===== src/rtl/led_spi_pkg.sv =====
package led_spi_pkg;
  localparam int DW          = 8;
  localparam int AW          = 7;
  localparam int PACK_CH     = 6;
  localparam logic [7:0] KEY_VALUE    = 8'hAE;
  localparam logic [7:0] COMMIT_VALUE = 8'h00;
  localparam logic [7:0] PACK_MASK    = 8'h77;

  // bit position of channel k (0..5) inside a packed flag byte
  function automatic int pack_pos(input int k);
    return (k < 3) ? k : k + 1;
  endfunction
endpackage


===== src/rtl/edge_sync.sv =====
module edge_sync #(
  parameter int W      = 4,
  parameter int STAGES = 2,
  parameter logic [W-1:0] INIT = '0
) (
  input  logic         clk,
  input  logic         rst,
  input  logic [W-1:0] din,
  output logic [W-1:0] dout,
  output logic [W-1:0] rise,
  output logic [W-1:0] fall
);
  logic [W-1:0] stg [STAGES];
  logic [W-1:0] prev;

  always_ff @(posedge clk) begin
    if (rst) begin
      for (int i = 0; i < STAGES; i++) stg[i] <= INIT;
      prev <= INIT;
    end else begin
      stg[0] <= din;
      for (int i = 1; i < STAGES; i++) stg[i] <= stg[i-1];
      prev <= stg[STAGES-1];
    end
  end

  assign dout = stg[STAGES-1];
  assign rise = stg[STAGES-1] & ~prev;
  assign fall = ~stg[STAGES-1] & prev;
endmodule


===== src/rtl/spi_frame_engine.sv =====
module spi_frame_engine
  import led_spi_pkg::*;
(
  input  logic          clk,
  input  logic          rst,
  input  logic          cs_s,
  input  logic          cs_fall,
  input  logic          sck_rise,
  input  logic          sck_fall,
  input  logic          mosi_s,
  input  logic          hw_rise,
  input  logic [DW-1:0] rd_data,
  output logic [AW-1:0] ptr,
  output logic          wr_en,
  output logic [AW-1:0] wr_addr,
  output logic [DW-1:0] wr_data,
  output logic          ack_en,
  output logic [AW-1:0] ack_addr,
  output logic [DW-1:0] ack_mask,
  output logic          miso,
  output logic          miso_oe
);
  logic          active, first, rd_mode, load_pend, ld_valid;
  logic [2:0]    bit_cnt;
  logic [DW-1:0] sh_in, sh_out, ld_byte, nxt_byte;

  assign nxt_byte = {sh_in[DW-2:0], mosi_s};

  always_ff @(posedge clk) begin
    if (rst) begin
      active <= 1'b0; first <= 1'b0; rd_mode <= 1'b0;
      load_pend <= 1'b0; ld_valid <= 1'b0; bit_cnt <= '0;
      sh_in <= '0; sh_out <= '0; ld_byte <= '0; ptr <= '0;
      wr_en <= 1'b0; wr_addr <= '0; wr_data <= '0;
      ack_en <= 1'b0; ack_addr <= '0; ack_mask <= '0;
      miso <= 1'b0; miso_oe <= 1'b0;
    end else begin
      wr_en  <= 1'b0;
      ack_en <= 1'b0;
      if (hw_rise || cs_s) begin
        active <= 1'b0; bit_cnt <= '0; load_pend <= 1'b0; ld_valid <= 1'b0;
      end else if (cs_fall) begin
        active <= 1'b1; first <= 1'b1; rd_mode <= 1'b0;
        bit_cnt <= '0; load_pend <= 1'b0; ld_valid <= 1'b0;
      end else if (active) begin
        if (sck_rise) begin
          bit_cnt <= bit_cnt + 3'd1;
          sh_in   <= nxt_byte;
          if (bit_cnt == 3'd7) begin
            if (first) begin
              first     <= 1'b0;
              rd_mode   <= nxt_byte[DW-1];
              ptr       <= nxt_byte[AW-1:0];
              load_pend <= nxt_byte[DW-1];
            end else begin
              if (rd_mode) begin
                ack_en    <= ld_valid;
                ack_addr  <= ptr;
                ack_mask  <= ld_byte;
                load_pend <= 1'b1;
                ld_valid  <= 1'b0;
              end else begin
                wr_en   <= 1'b1;
                wr_addr <= ptr;
                wr_data <= nxt_byte;
              end
              ptr <= ptr + 1'b1;
            end
          end
        end else if (sck_fall) begin
          if (load_pend) begin
            miso      <= rd_data[DW-1];
            sh_out    <= {rd_data[DW-2:0], 1'b0};
            ld_byte   <= rd_data;
            ld_valid  <= 1'b1;
            load_pend <= 1'b0;
          end else begin
            miso   <= sh_out[DW-1];
            sh_out <= {sh_out[DW-2:0], 1'b0};
          end
        end
      end
      miso_oe <= active && !hw_rise && !cs_s;
    end
  end

  // MISO moves only in the cycle after a falling SCK edge
  p_miso_on_fall_r3: assert property (@(posedge clk) disable iff (rst)
    !sck_fall |=> $stable(miso));
  // a write is only issued right after the eighth rising edge of a byte
  p_write_full_byte_r12: assert property (@(posedge clk) disable iff (rst)
    wr_en |-> ($past(sck_rise) && $past(bit_cnt) == 3'd7 && !$past(cs_s)));
  // the hardware run edge leaves the engine idle
  p_hw_abort_r10: assert property (@(posedge clk) disable iff (rst)
    hw_rise |=> (!active && !wr_en && !miso_oe));
endmodule


===== src/rtl/led_reg_store.sv =====
module led_reg_store
  import led_spi_pkg::*;
#(
  parameter int NCH      = 18,
  parameter int PWM_BASE = 31,
  parameter int KEY_ADDR = 63
) (
  input  logic             clk,
  input  logic             rst,
  input  logic             wr_en,
  input  logic [AW-1:0]    wr_addr,
  input  logic [DW-1:0]    wr_data,
  input  logic [AW-1:0]    rd_addr,
  output logic [DW-1:0]    rd_data,
  input  logic             ack_en,
  input  logic [AW-1:0]    ack_addr,
  input  logic [DW-1:0]    ack_mask,
  input  logic [NCH-1:0]   open_in,
  output logic [DW-1:0]    cfg_o,
  output logic [5:0]       gcc_o,
  output logic [DW*NCH-1:0] scale_o,
  output logic [DW*NCH-1:0] pwm_o,
  output logic [NCH-1:0]   blink_en_o,
  output logic [DW-1:0]    blink_rate_o,
  output logic [DW-1:0]    blink_duty_o
);
  localparam int NGRP   = (NCH + PACK_CH - 1) / PACK_CH;
  localparam int A_CFG  = 0;
  localparam int A_GCC  = 1;
  localparam int A_SCL0 = 2;
  localparam int A_ODC  = A_SCL0 + NCH;
  localparam int A_ST0  = A_ODC + 1;
  localparam int A_PWM0 = PWM_BASE;
  localparam int A_BLK0 = A_PWM0 + NCH;
  localparam int A_RATE = A_BLK0 + NGRP;
  localparam int A_DUTY = A_RATE + 1;
  localparam int A_SCOM = A_DUTY + 1;
  localparam int A_ACOM = A_SCOM + 1;

  logic [DW-1:0] cfg;
  logic [5:0]    gcc;
  logic [1:0]    odc;
  logic [DW-1:0] scl_stg [NCH];
  logic [DW-1:0] scl_act [NCH];
  logic [DW-1:0] pwm_stg [NCH];
  logic [DW-1:0] pwm_act [NCH];
  logic [DW-1:0] blk_stg [NGRP];
  logic [DW-1:0] blk_act [NGRP];
  logic [DW-1:0] stat    [NGRP];
  logic [DW-1:0] rate_stg, rate_act, duty_stg, duty_act;
  logic [DW-1:0] set_vec [NGRP];

  int  wa;
  logic key_hit, scl_commit, act_commit;

  assign wa         = int'(wr_addr);
  assign key_hit    = wr_en && wa == KEY_ADDR && wr_data == KEY_VALUE;
  assign scl_commit = wr_en && wa == A_SCOM && wr_data == COMMIT_VALUE;
  assign act_commit = wr_en && wa == A_ACOM && wr_data == COMMIT_VALUE;

  // open flags mapped into packed status positions
  always_comb begin
    for (int g = 0; g < NGRP; g++) begin
      set_vec[g] = '0;
      for (int k = 0; k < PACK_CH; k++)
        if (g * PACK_CH + k < NCH)
          set_vec[g][pack_pos(k)] = open_in[g * PACK_CH + k] & odc[0];
    end
  end

  always_ff @(posedge clk) begin
    if (rst || key_hit) begin
      cfg <= '0; gcc <= 6'h3F; odc <= 2'b11;
      rate_stg <= '0; rate_act <= '0; duty_stg <= '0; duty_act <= '0;
      for (int i = 0; i < NCH; i++) begin
        scl_stg[i] <= '1; scl_act[i] <= '1; pwm_stg[i] <= '0; pwm_act[i] <= '0;
      end
      for (int g = 0; g < NGRP; g++) begin
        blk_stg[g] <= '0; blk_act[g] <= '0; stat[g] <= '0;
      end
    end else begin
      for (int g = 0; g < NGRP; g++) begin
        if (ack_en && int'(ack_addr) == A_ST0 + g)
          stat[g] <= (stat[g] & ~ack_mask) | set_vec[g];
        else
          stat[g] <= stat[g] | set_vec[g];
      end
      if (wr_en) begin
        if (wa == A_CFG) cfg <= wr_data;
        if (wa == A_GCC) gcc <= wr_data[5:0];
        if (wa == A_ODC) odc <= wr_data[1:0];
        if (wa == A_RATE) rate_stg <= wr_data;
        if (wa == A_DUTY) duty_stg <= wr_data;
        for (int i = 0; i < NCH; i++) begin
          if (wa == A_SCL0 + i) scl_stg[i] <= wr_data;
          if (wa == A_PWM0 + i) pwm_stg[i] <= wr_data;
        end
        for (int g = 0; g < NGRP; g++)
          if (wa == A_BLK0 + g) blk_stg[g] <= wr_data & PACK_MASK;
      end
      if (scl_commit)
        for (int i = 0; i < NCH; i++) scl_act[i] <= scl_stg[i];
      if (act_commit) begin
        for (int i = 0; i < NCH; i++) pwm_act[i] <= pwm_stg[i];
        for (int g = 0; g < NGRP; g++) blk_act[g] <= blk_stg[g];
        rate_act <= rate_stg;
        duty_act <= duty_stg;
      end
    end
  end

  // read mux: staged copies are what the host sees
  always_comb begin
    int ra;
    ra = int'(rd_addr);
    rd_data = '0;
    if (ra == A_CFG)  rd_data = cfg;
    if (ra == A_GCC)  rd_data = {2'b00, gcc};
    if (ra == A_ODC)  rd_data = {6'b0, odc};
    if (ra == A_RATE) rd_data = rate_stg;
    if (ra == A_DUTY) rd_data = duty_stg;
    for (int i = 0; i < NCH; i++) begin
      if (ra == A_SCL0 + i) rd_data = scl_stg[i];
      if (ra == A_PWM0 + i) rd_data = pwm_stg[i];
    end
    for (int g = 0; g < NGRP; g++) begin
      if (ra == A_ST0 + g)  rd_data = stat[g];
      if (ra == A_BLK0 + g) rd_data = blk_stg[g];
    end
  end

  for (genvar i = 0; i < NCH; i++) begin : g_flat
    assign scale_o[i*DW +: DW] = scl_act[i];
    assign pwm_o[i*DW +: DW]   = pwm_act[i];
    assign blink_en_o[i]       = blk_act[i / PACK_CH][pack_pos(i % PACK_CH)];
  end

  assign cfg_o        = cfg;
  assign gcc_o        = gcc;
  assign blink_rate_o = rate_act;
  assign blink_duty_o = duty_act;

  // active scaling moves only on its commit or on the reset key
  p_scale_hold_r4: assert property (@(posedge clk) disable iff (rst)
    !(scl_commit || key_hit) |=> $stable(scale_o));
  // active PWM and blink move only on their commit or on the reset key
  p_pwm_hold_r5: assert property (@(posedge clk) disable iff (rst)
    !(act_commit || key_hit) |=> ($stable(pwm_o) && $stable(blink_en_o)
                                  && $stable(blink_rate_o) && $stable(blink_duty_o)));
  for (genvar g = 0; g < NGRP; g++) begin : g_stat_chk
    // with detection off, the bits just read are cleared
    p_stat_clear_r8: assert property (@(posedge clk) disable iff (rst)
      (ack_en && int'(ack_addr) == A_ST0 + g && !odc[0] && !key_hit)
        |=> ((stat[g] & $past(ack_mask)) == '0));
    // unused packed positions never set
    p_stat_unused_r11: assert property (@(posedge clk) disable iff (rst)
      (stat[g] & ~PACK_MASK) == '0);
  end
endmodule


===== src/rtl/led_spi_regbank.sv =====
module led_spi_regbank
  import led_spi_pkg::*;
#(
  parameter int NCH         = 18,
  parameter int SYNC_STAGES = 2,
  parameter int PWM_BASE    = 31,
  parameter int KEY_ADDR    = 63
) (
  input  logic               clk,
  input  logic               rst,
  input  logic               hw_run,
  input  logic               spi_cs_n,
  input  logic               spi_sck,
  input  logic               spi_mosi,
  input  logic [NCH-1:0]     open_in,
  output logic               spi_miso,
  output logic               spi_miso_oe,
  output logic               drivers_on,
  output logic [7:0]         cfg_o,
  output logic [5:0]         gcc_o,
  output logic [8*NCH-1:0]   scale_o,
  output logic [8*NCH-1:0]   pwm_o,
  output logic [NCH-1:0]     blink_en_o,
  output logic [7:0]         blink_rate_o,
  output logic [7:0]         blink_duty_o
);
  localparam int IDX_CS = 0, IDX_SCK = 1, IDX_MOSI = 2, IDX_HW = 3;

  logic [3:0] s_lvl, s_rise, s_fall;
  logic [AW-1:0] ptr, wr_addr, ack_addr;
  logic [DW-1:0] rd_data, wr_data, ack_mask;
  logic wr_en, ack_en;

  edge_sync #(.W(4), .STAGES(SYNC_STAGES), .INIT(4'b0001)) u_sync (
    .clk(clk), .rst(rst),
    .din({hw_run, spi_mosi, spi_sck, spi_cs_n}),
    .dout(s_lvl), .rise(s_rise), .fall(s_fall)
  );

  spi_frame_engine u_eng (
    .clk(clk), .rst(rst),
    .cs_s(s_lvl[IDX_CS]), .cs_fall(s_fall[IDX_CS]),
    .sck_rise(s_rise[IDX_SCK]), .sck_fall(s_fall[IDX_SCK]),
    .mosi_s(s_lvl[IDX_MOSI]), .hw_rise(s_rise[IDX_HW]),
    .rd_data(rd_data), .ptr(ptr),
    .wr_en(wr_en), .wr_addr(wr_addr), .wr_data(wr_data),
    .ack_en(ack_en), .ack_addr(ack_addr), .ack_mask(ack_mask),
    .miso(spi_miso), .miso_oe(spi_miso_oe)
  );

  led_reg_store #(.NCH(NCH), .PWM_BASE(PWM_BASE), .KEY_ADDR(KEY_ADDR)) u_regs (
    .clk(clk), .rst(rst),
    .wr_en(wr_en), .wr_addr(wr_addr), .wr_data(wr_data),
    .rd_addr(ptr), .rd_data(rd_data),
    .ack_en(ack_en), .ack_addr(ack_addr), .ack_mask(ack_mask),
    .open_in(open_in),
    .cfg_o(cfg_o), .gcc_o(gcc_o), .scale_o(scale_o), .pwm_o(pwm_o),
    .blink_en_o(blink_en_o), .blink_rate_o(blink_rate_o), .blink_duty_o(blink_duty_o)
  );

  always_ff @(posedge clk) begin
    if (rst) drivers_on <= 1'b0;
    else     drivers_on <= cfg_o[0] & s_lvl[IDX_HW];
  end

  // drivers stay off while the hardware run level is low
  p_drive_gate_r9: assert property (@(posedge clk) disable iff (rst)
    !s_lvl[IDX_HW] |=> !drivers_on);
endmodule


===== config.mk =====
export PLATFORM = sky130hd
export DESIGN_NAME = led_spi_regbank
export DESIGN_NICKNAME = d
export VERILOG_FILES = /design/src/rtl/led_spi_pkg.sv /design/src/rtl/edge_sync.sv /design/src/rtl/spi_frame_engine.sv /design/src/rtl/led_reg_store.sv /design/src/rtl/led_spi_regbank.sv
export SDC_FILE = /design/constraint.sdc
export NUM_CORES = 1
export LEC_CHECK = 0
export CELL_PAD_IN_SITES_DETAIL_PLACEMENT = 1
export CELL_PAD_IN_SITES_GLOBAL_PLACEMENT = 1
export CORE_ASPECT_RATIO = 0.5
export CORE_MARGIN = 2
export CORE_UTILIZATION = 34
export DETAILED_ROUTE_END_ITERATION = 6
export DONT_BUFFER_PORTS = 1
export PLACE_DENSITY_LB_ADDON = 0.05
export SLEW_MARGIN = 40
export SYNTH_ARGS = -nofsm -noshare
export SYNTH_HDL_FRONTEND = slang
export SYNTH_SLANG_ARGS = --single-unit

===== constraint.sdc =====
create_clock -name clk -period 5.7 [get_ports clk]
set_input_delay 0 -clock clk [delete_from_list [all_inputs] [get_ports clk]]
set_output_delay 0 -clock clk [all_outputs]
set_load 0.005 [all_outputs]

Word-level counts from Yosys, hierarchy flattened
Memories as Yosys holds them, arrays and structs flattened. Cells that the tools add are included.

Reduce and logical (&&, ||, !) cells: 44. Bitwise gates (word level): 126. Div/mod/pow operators: 0. Muxes and demuxes: 342. $add $sub $neg: 2. Multipliers: 0. Order comparisons: 0. Eq/ne operators: 101. Shifts and indexed selects: 0.

Operator list (number): $mux 8 (129); $eq 7x7->1 const B (47); $mux 1 (207); $eq 7x6->1 const B (18); $eq 7x5->1 const B (16); $or 1x1->1 (86); $eq 7x4->1 const B (8); $or 8x7->8 (6); $logic_not 32->1 (1); $eq 7x3->1 const B (4); $and 8x8->8 (3); $and 1x1->1 (19); $mux 6 (3); $reduce_and 5->1 (3); $eq 7x2->1 const B (2); $reduce_and 7->1 (2); $reduce_and 2->1 (6); $reduce_and 4->1 (3); $reduce_and 6->1 (2); $reduce_bool 2->1 (6); $logic_and 1x1->1 (11); $eq 8x8->1 const B (1); $logic_not 8->1 (1); $mux 4 (2); other kinds (20) (29).

Output and inout port bits: 339. Bits of input ports: 24. Latch bits: 0. Register bits after elaboration: 125. Bits in writable memories: 650. Memories kept: 8. Bits in read-only memories: 0.

Memories: u_regs.pwm_act (depth 18, width 8, rd ports 18, clocked after memory_dff 0, wr ports 18, RTL line led_reg_store.sv:46) `logic [DW-1:0] pwm_act [NCH];`; u_regs.pwm_stg (depth 18, width 8, rd ports 18, clocked after memory_dff 0, wr ports 18, RTL line led_reg_store.sv:45) `logic [DW-1:0] pwm_stg [NCH];`; u_regs.scl_act (depth 18, width 8, rd ports 18, clocked after memory_dff 0, wr ports 18, RTL line led_reg_store.sv:44) `logic [DW-1:0] scl_act [NCH];`; u_regs.scl_stg (depth 18, width 8, rd ports 18, clocked after memory_dff 0, wr ports 18, RTL line led_reg_store.sv:43) `logic [DW-1:0] scl_stg [NCH];`; u_regs.blk_act (depth 3, width 8, rd ports 3, clocked after memory_dff 0, wr ports 3, RTL line led_reg_store.sv:48) `logic [DW-1:0] blk_act [NGRP];`; u_regs.stat (depth 3, width 8, rd ports 3, clocked after memory_dff 0, wr ports 3, RTL line led_reg_store.sv:49) `logic [DW-1:0] stat [NGRP];`; +2 memories.

Depth between registers and ports, before layout
Word-level depth: 49. Gate-level depth with buffers: 12.

By module
A second synthesis with hierarchy kept.

Cells, all modules: 2791. Area total of the unflattened synthesis: 33893.8 um2.

By module, submodules not included: led_reg_store (area an instance 30565.6 um2, times used 1, cells each 2421, sequential area each 20059.2 um2); spi_frame_engine (area an instance 2891.5 um2, times used 1, cells each 331, sequential area each 1421.4 um2); edge_sync (area an instance 407.9 um2, times used 1, cells each 37, sequential area each 240.2 um2); led_spi_regbank (area an instance 28.8 um2, times used 1, cells each 2, sequential area each 20.0 um2).

Worst setup path after synthesis
OpenSTA, ideal clock, no wires.

Path kind: register to register. Start point: reg u_eng.wr_addr[5]. End point: mem u_regs.blk_act[0][0] (enable). Library setup time: 528 ps. Data required time: 5172 ps. Path buffers: 3. Stages on the path, launching flop included: 9. Data arrival time: 5289 ps. Path slack: -117 ps. Path through: dfxtp_1 -> buf_2 -> nand4b_1 -> nor4_1 -> and3_1 -> nand4_1 -> buf_2 -> buf_1 -> nand2_1.

RTL lines: start, declared (RTL line spi_frame_engine.sv:15) `output logic [AW-1:0] wr_addr,`; start signal, assigned (RTL line spi_frame_engine.sv:64) `wr_addr <= ptr;`; end, declared (RTL line led_reg_store.sv:48).

Worst setup path in the final report
Start point: reg u_eng.ptr[1]. End point: reg u_eng.sh_out[5].

Longest elaborated chain between the ends: 49. Elaborated cells on any way between the ends: 95.

Ends and longest elaborated chain: start, declared (RTL line spi_frame_engine.sv:13) `output logic [AW-1:0] ptr,`; start signal, assigned (RTL line spi_frame_engine.sv:53) `ptr <= nxt_byte[AW-1:0];`; start signal, assigned (RTL line spi_frame_engine.sv:67) `ptr <= ptr + 1'b1;`; $logic_not 7->1 (RTL line led_reg_store.sv:117) `if (ra == A_CFG) rd_data = cfg;`; $mux 8 (RTL line led_reg_store.sv:117); $mux 8 (RTL line led_reg_store.sv:118) `if (ra == A_GCC) rd_data = {2'b00, gcc};`; $mux 8 (RTL line led_reg_store.sv:119) `if (ra == A_ODC) rd_data = {6'b0, odc};`; $mux 8 (RTL line led_reg_store.sv:120) `if (ra == A_RATE) rd_data = rate_stg;`; $mux 8 (RTL line led_reg_store.sv:121) `if (ra == A_DUTY) rd_data = duty_stg;`; $mux 8 (RTL line led_reg_store.sv:123) `if (ra == A_SCL0 + i) rd_data = scl_stg[i];`; $mux 8 (RTL line led_reg_store.sv:124) `if (ra == A_PWM0 + i) rd_data = pwm_stg[i];`; (+33 left out); $mux 8 (RTL line led_reg_store.sv:124); $mux 8 (RTL line led_reg_store.sv:127) `if (ra == A_ST0 + g) rd_data = stat[g];`; $mux 8 (RTL line led_reg_store.sv:128) `if (ra == A_BLK0 + g) rd_data = blk_stg[g];`; $mux 8 (RTL line led_reg_store.sv:127); $mux 8 (RTL line led_reg_store.sv:128); $mux 8 (RTL line led_reg_store.sv:127); $mux 8 (*) (RTL line led_reg_store.sv:128); $mux 8 (*) (RTL line spi_frame_engine.sv:71) `if (load_pend) begin`; end signal, assigned (RTL line spi_frame_engine.sv:73) `sh_out <= {rd_data[DW-2:0], 1'b0};`; end signal, assigned (RTL line spi_frame_engine.sv:79) `sh_out <= {sh_out[DW-2:0], 1'b0};`; end, declared (RTL line spi_frame_engine.sv:25) `logic [DW-1:0] sh_in, sh_out, ld_byte, nxt_byte;`.

Mark *: on every way between the ends. The rest lies on a longest branch, timed or not. A chain may end at the register's enable or synchronous reset.

==> metrics <==
die height=227.2 µm; fin area=38500 µm²; Post-synth top flop=edfxtp_1; initial antenna violation count=14; Lkg Pwr=0.01242 µW; Avg WL per Cell=34.26 µm; layout cells sized above 1=10.87%; Distinct cells, synth=97; post-placement cell count=4052; PwrDens=312.7 nW/µm²; DRC marker count from the first detailed-route iteration=2654; Final Instance Count excl. Fillers=4224; sequential area share after synthesis=64.14%; maximum clock frequency=209.2 MHz; GR Util All Layers=27.56%; final period utilization=83.84%; top-area cell type share of the netlist area=56.40%; Synth Register Bits=767; Final Max Slew Viols=0; Cell Area, Synth=33860 µm²; number of warnings issued by yosys=0; number of synthesized flops with an enable pin=636; CTS tree=built; P&R area growth vs syn=13.70%; htree depth=3; post-CTS setup buffer count=0; worst-path maximum fanout=13; Slew HR=32.94%; Die X=450.3 µm; PortBufs=0; first-pass GRT wire length=197.3 mm; DRC errors left=0; worst path arrival time=5350 ps; Worst-Skew Late Latency=690 ps; Req. time, crit path=6270 ps; Final setup viols=0; syn avg cell area=11.95 µm²; Synth area leaders=edfxtp_1 56%, dfxtp_1 7.7%, or3_1 5.3%; Final Hold Fails=0; total CTS buffers=77; final hold slack=68.71 ps; Worst-Margin Slew=992.8 ps; post-CTS sizing=0; HP Class=input port to flop; drt pass-1 iters=5; CP startpoint kind=flop; crit path kind=flop to flop; Row Count=81; final net count=2865; vias in the first global route=24110; Critical Path End Type=flop; Vias/cell=5.822; gr ovfl total=0; maximum vdd drop=0.1925 mV; Clock transition at path regs=70 ps; largest net degree at the start of global routing=120; Placer Congestion=0.9419; RSZ-0062 raised after global routing=no; Final Critical Period=4779 ps; status=completed; Clock Path Buffers=3; post-synthesis async set-or-reset flop share=0%; full die area=102300 µm²; core region area=98210 µm²; Syn Inst Count=2834; Yosys top cell by area=edfxtp_1; total number of vias=24590; Overall Power=12040 µW; Sink Count=767; Initial Util=34.48%; post-route ant nets=0; MaxCap Viol Count=0; R2R Setup Slk=920 ps; Post-DP Area=35590 µm²; IO Pins=363; Worst Clk Skew=24.24 ps; hpwl dp=104.7 mm; setup_tns=0 ps; total wire length=144.7 mm; root buf cell=clkbuf_16
## critical path: stages, from the launching register on
cell and delay (ps):
dfxtp_1 470, ha_1 680, nor2b_2 770, nand2_1 380, o221ai_1 590, o22ai_1 230, o31ai_2 270, a311o_1 270
a41oi_1 470, or3_1 510
## layer usage
layer	vias to the layer above	GRT usage, %	wire, µm
met5	-	0	29
met4	6	5.477	2483
met3	159	8.924	13990
met2	1012	40.52	62300
met1	12830	39.63	65910
li1	10580	-	-
## sequential cells by signal, indices dropped and copies added, names as in the netlist, 8 cells and up
register / cells
u_regs.cfg_o: 8
u_regs.blink_duty_o: 8
u_regs.scl_stg: 144
u_sync.stg: 8
u_regs.blink_rate_o: 8
u_eng.ack_mask: 8
u_regs.pwm_stg: 144
u_regs.blk_stg: 18
u_regs.pwm_act: 144
u_regs.scl_act: 144
u_regs.blk_act: 18
u_eng.ld_byte: 8
u_regs.stat: 24
u_regs.duty_stg: 8
u_regs.rate_stg: 8
u_eng.wr_data: 8
## final cells by class
cell class	count	area, µm²
Fill cell	10280	59700
Sequential cell	767	21740
Multi-Input combinational cell	1852	11460
Clock buffer	101	2112
Tap cell	1328	1662
Timing Repair Buffer	123	1097
Clock inverter	35	365.4
Inverter	12	45.04
Antenna cell	6	15.01
## final timing paths
kind | cells past startpoint | end | start
setup / recovery | 9 | u_eng.sh_out[5] | u_eng.ptr[1]
hold / removal | 2 | u_regs.scl_act[0][51] | rst
setup reg to reg | 9 | u_eng.sh_out[5] | u_eng.ptr[1]
hold reg to reg | 1 | u_sync.stg[0][4] | u_sync.stg[0][0]
## cell families after synthesis
| group | after synthesis | share of synthesized area (%) |
|---|---|---|
| simple gates | 1331 | 21.83 |
| flops | 767 | 64.14 |
| compound gates | 450 | 9.377 |
| buf+inv | 232 | 3.015 |
| mux | 44 | 1.308 |
| fa+ha+maj | 8 | 0.2956 |
| other cells | 1 | 0.01107 |
| xor+xnor | 1 | 0.02587 |
## power by group
group	internal, µW	total, µW	switching, µW
Clock	2930	5250	2310
Combinational	123	486	363
Sequential	6180	6310	125
## cell usage after synthesis (all sizes together), types with 12 or more instances
cell and instances:
a22oi 38, buf 56, inv 12, nor2 194, a221o 14, nand3 58, a211oi 20, nand2 241
edfxtp 636, a21oi 90, a31oi 14, nand4 19, and3 95, nor2b 21, clkbuf 164, and2 252
or3 289, dfxtp 131, o221ai 21, o21ai 85, nand2b 29, mux2i 42, nor3 60, a221oi 28
o22ai 35, a2111oi 14, nor4 20
## per-stage QoR
step / utilization, % / worst slack (ps)
final: 39.21 / 920.9
after floorplan: - / 537.7
after CTS: 39.07 / 709.4
after global routing: 39.19 / 976.7
after global placement: 36.11 / -65.49
after detailed placement: 36.24 / 754.6
## timing repair
item | CTS | global route
endpoints found under the setup margin | 0 | 0
hold buffers | 29 | 0
endpoints found under the hold margin | 112 | 0
## cells in the final DEF (no fill, tap or decap), types with 12 or more instances in the layout
cell type / n
edfxtp_1: 636
or3_1: 289
and2_1: 251
nand2_1: 233
nor2_1: 167
dfxtp_1: 120
and3_1: 95
a21oi_1: 88
buf_4: 84
clkbuf_16: 81
nand3_1: 58
nor3_1: 53
o21ai_0: 52
mux2i_1: 42
a22oi_1: 38
o22ai_1: 34
nand2b_1: 29
dlygate4sd3_1: 28
a221oi_1: 24
o21ai_1: 23
o221ai_1: 21
nor2b_1: 20
nand4_1: 19
clkbuf_1: 19
a211oi_1: 18
conb_1: 18
nor2_2: 17
nor4_1: 15
a221o_1: 14
a31oi_1: 13
inv_1: 12
Note: power is estimated with default switching activity, not from simulation.
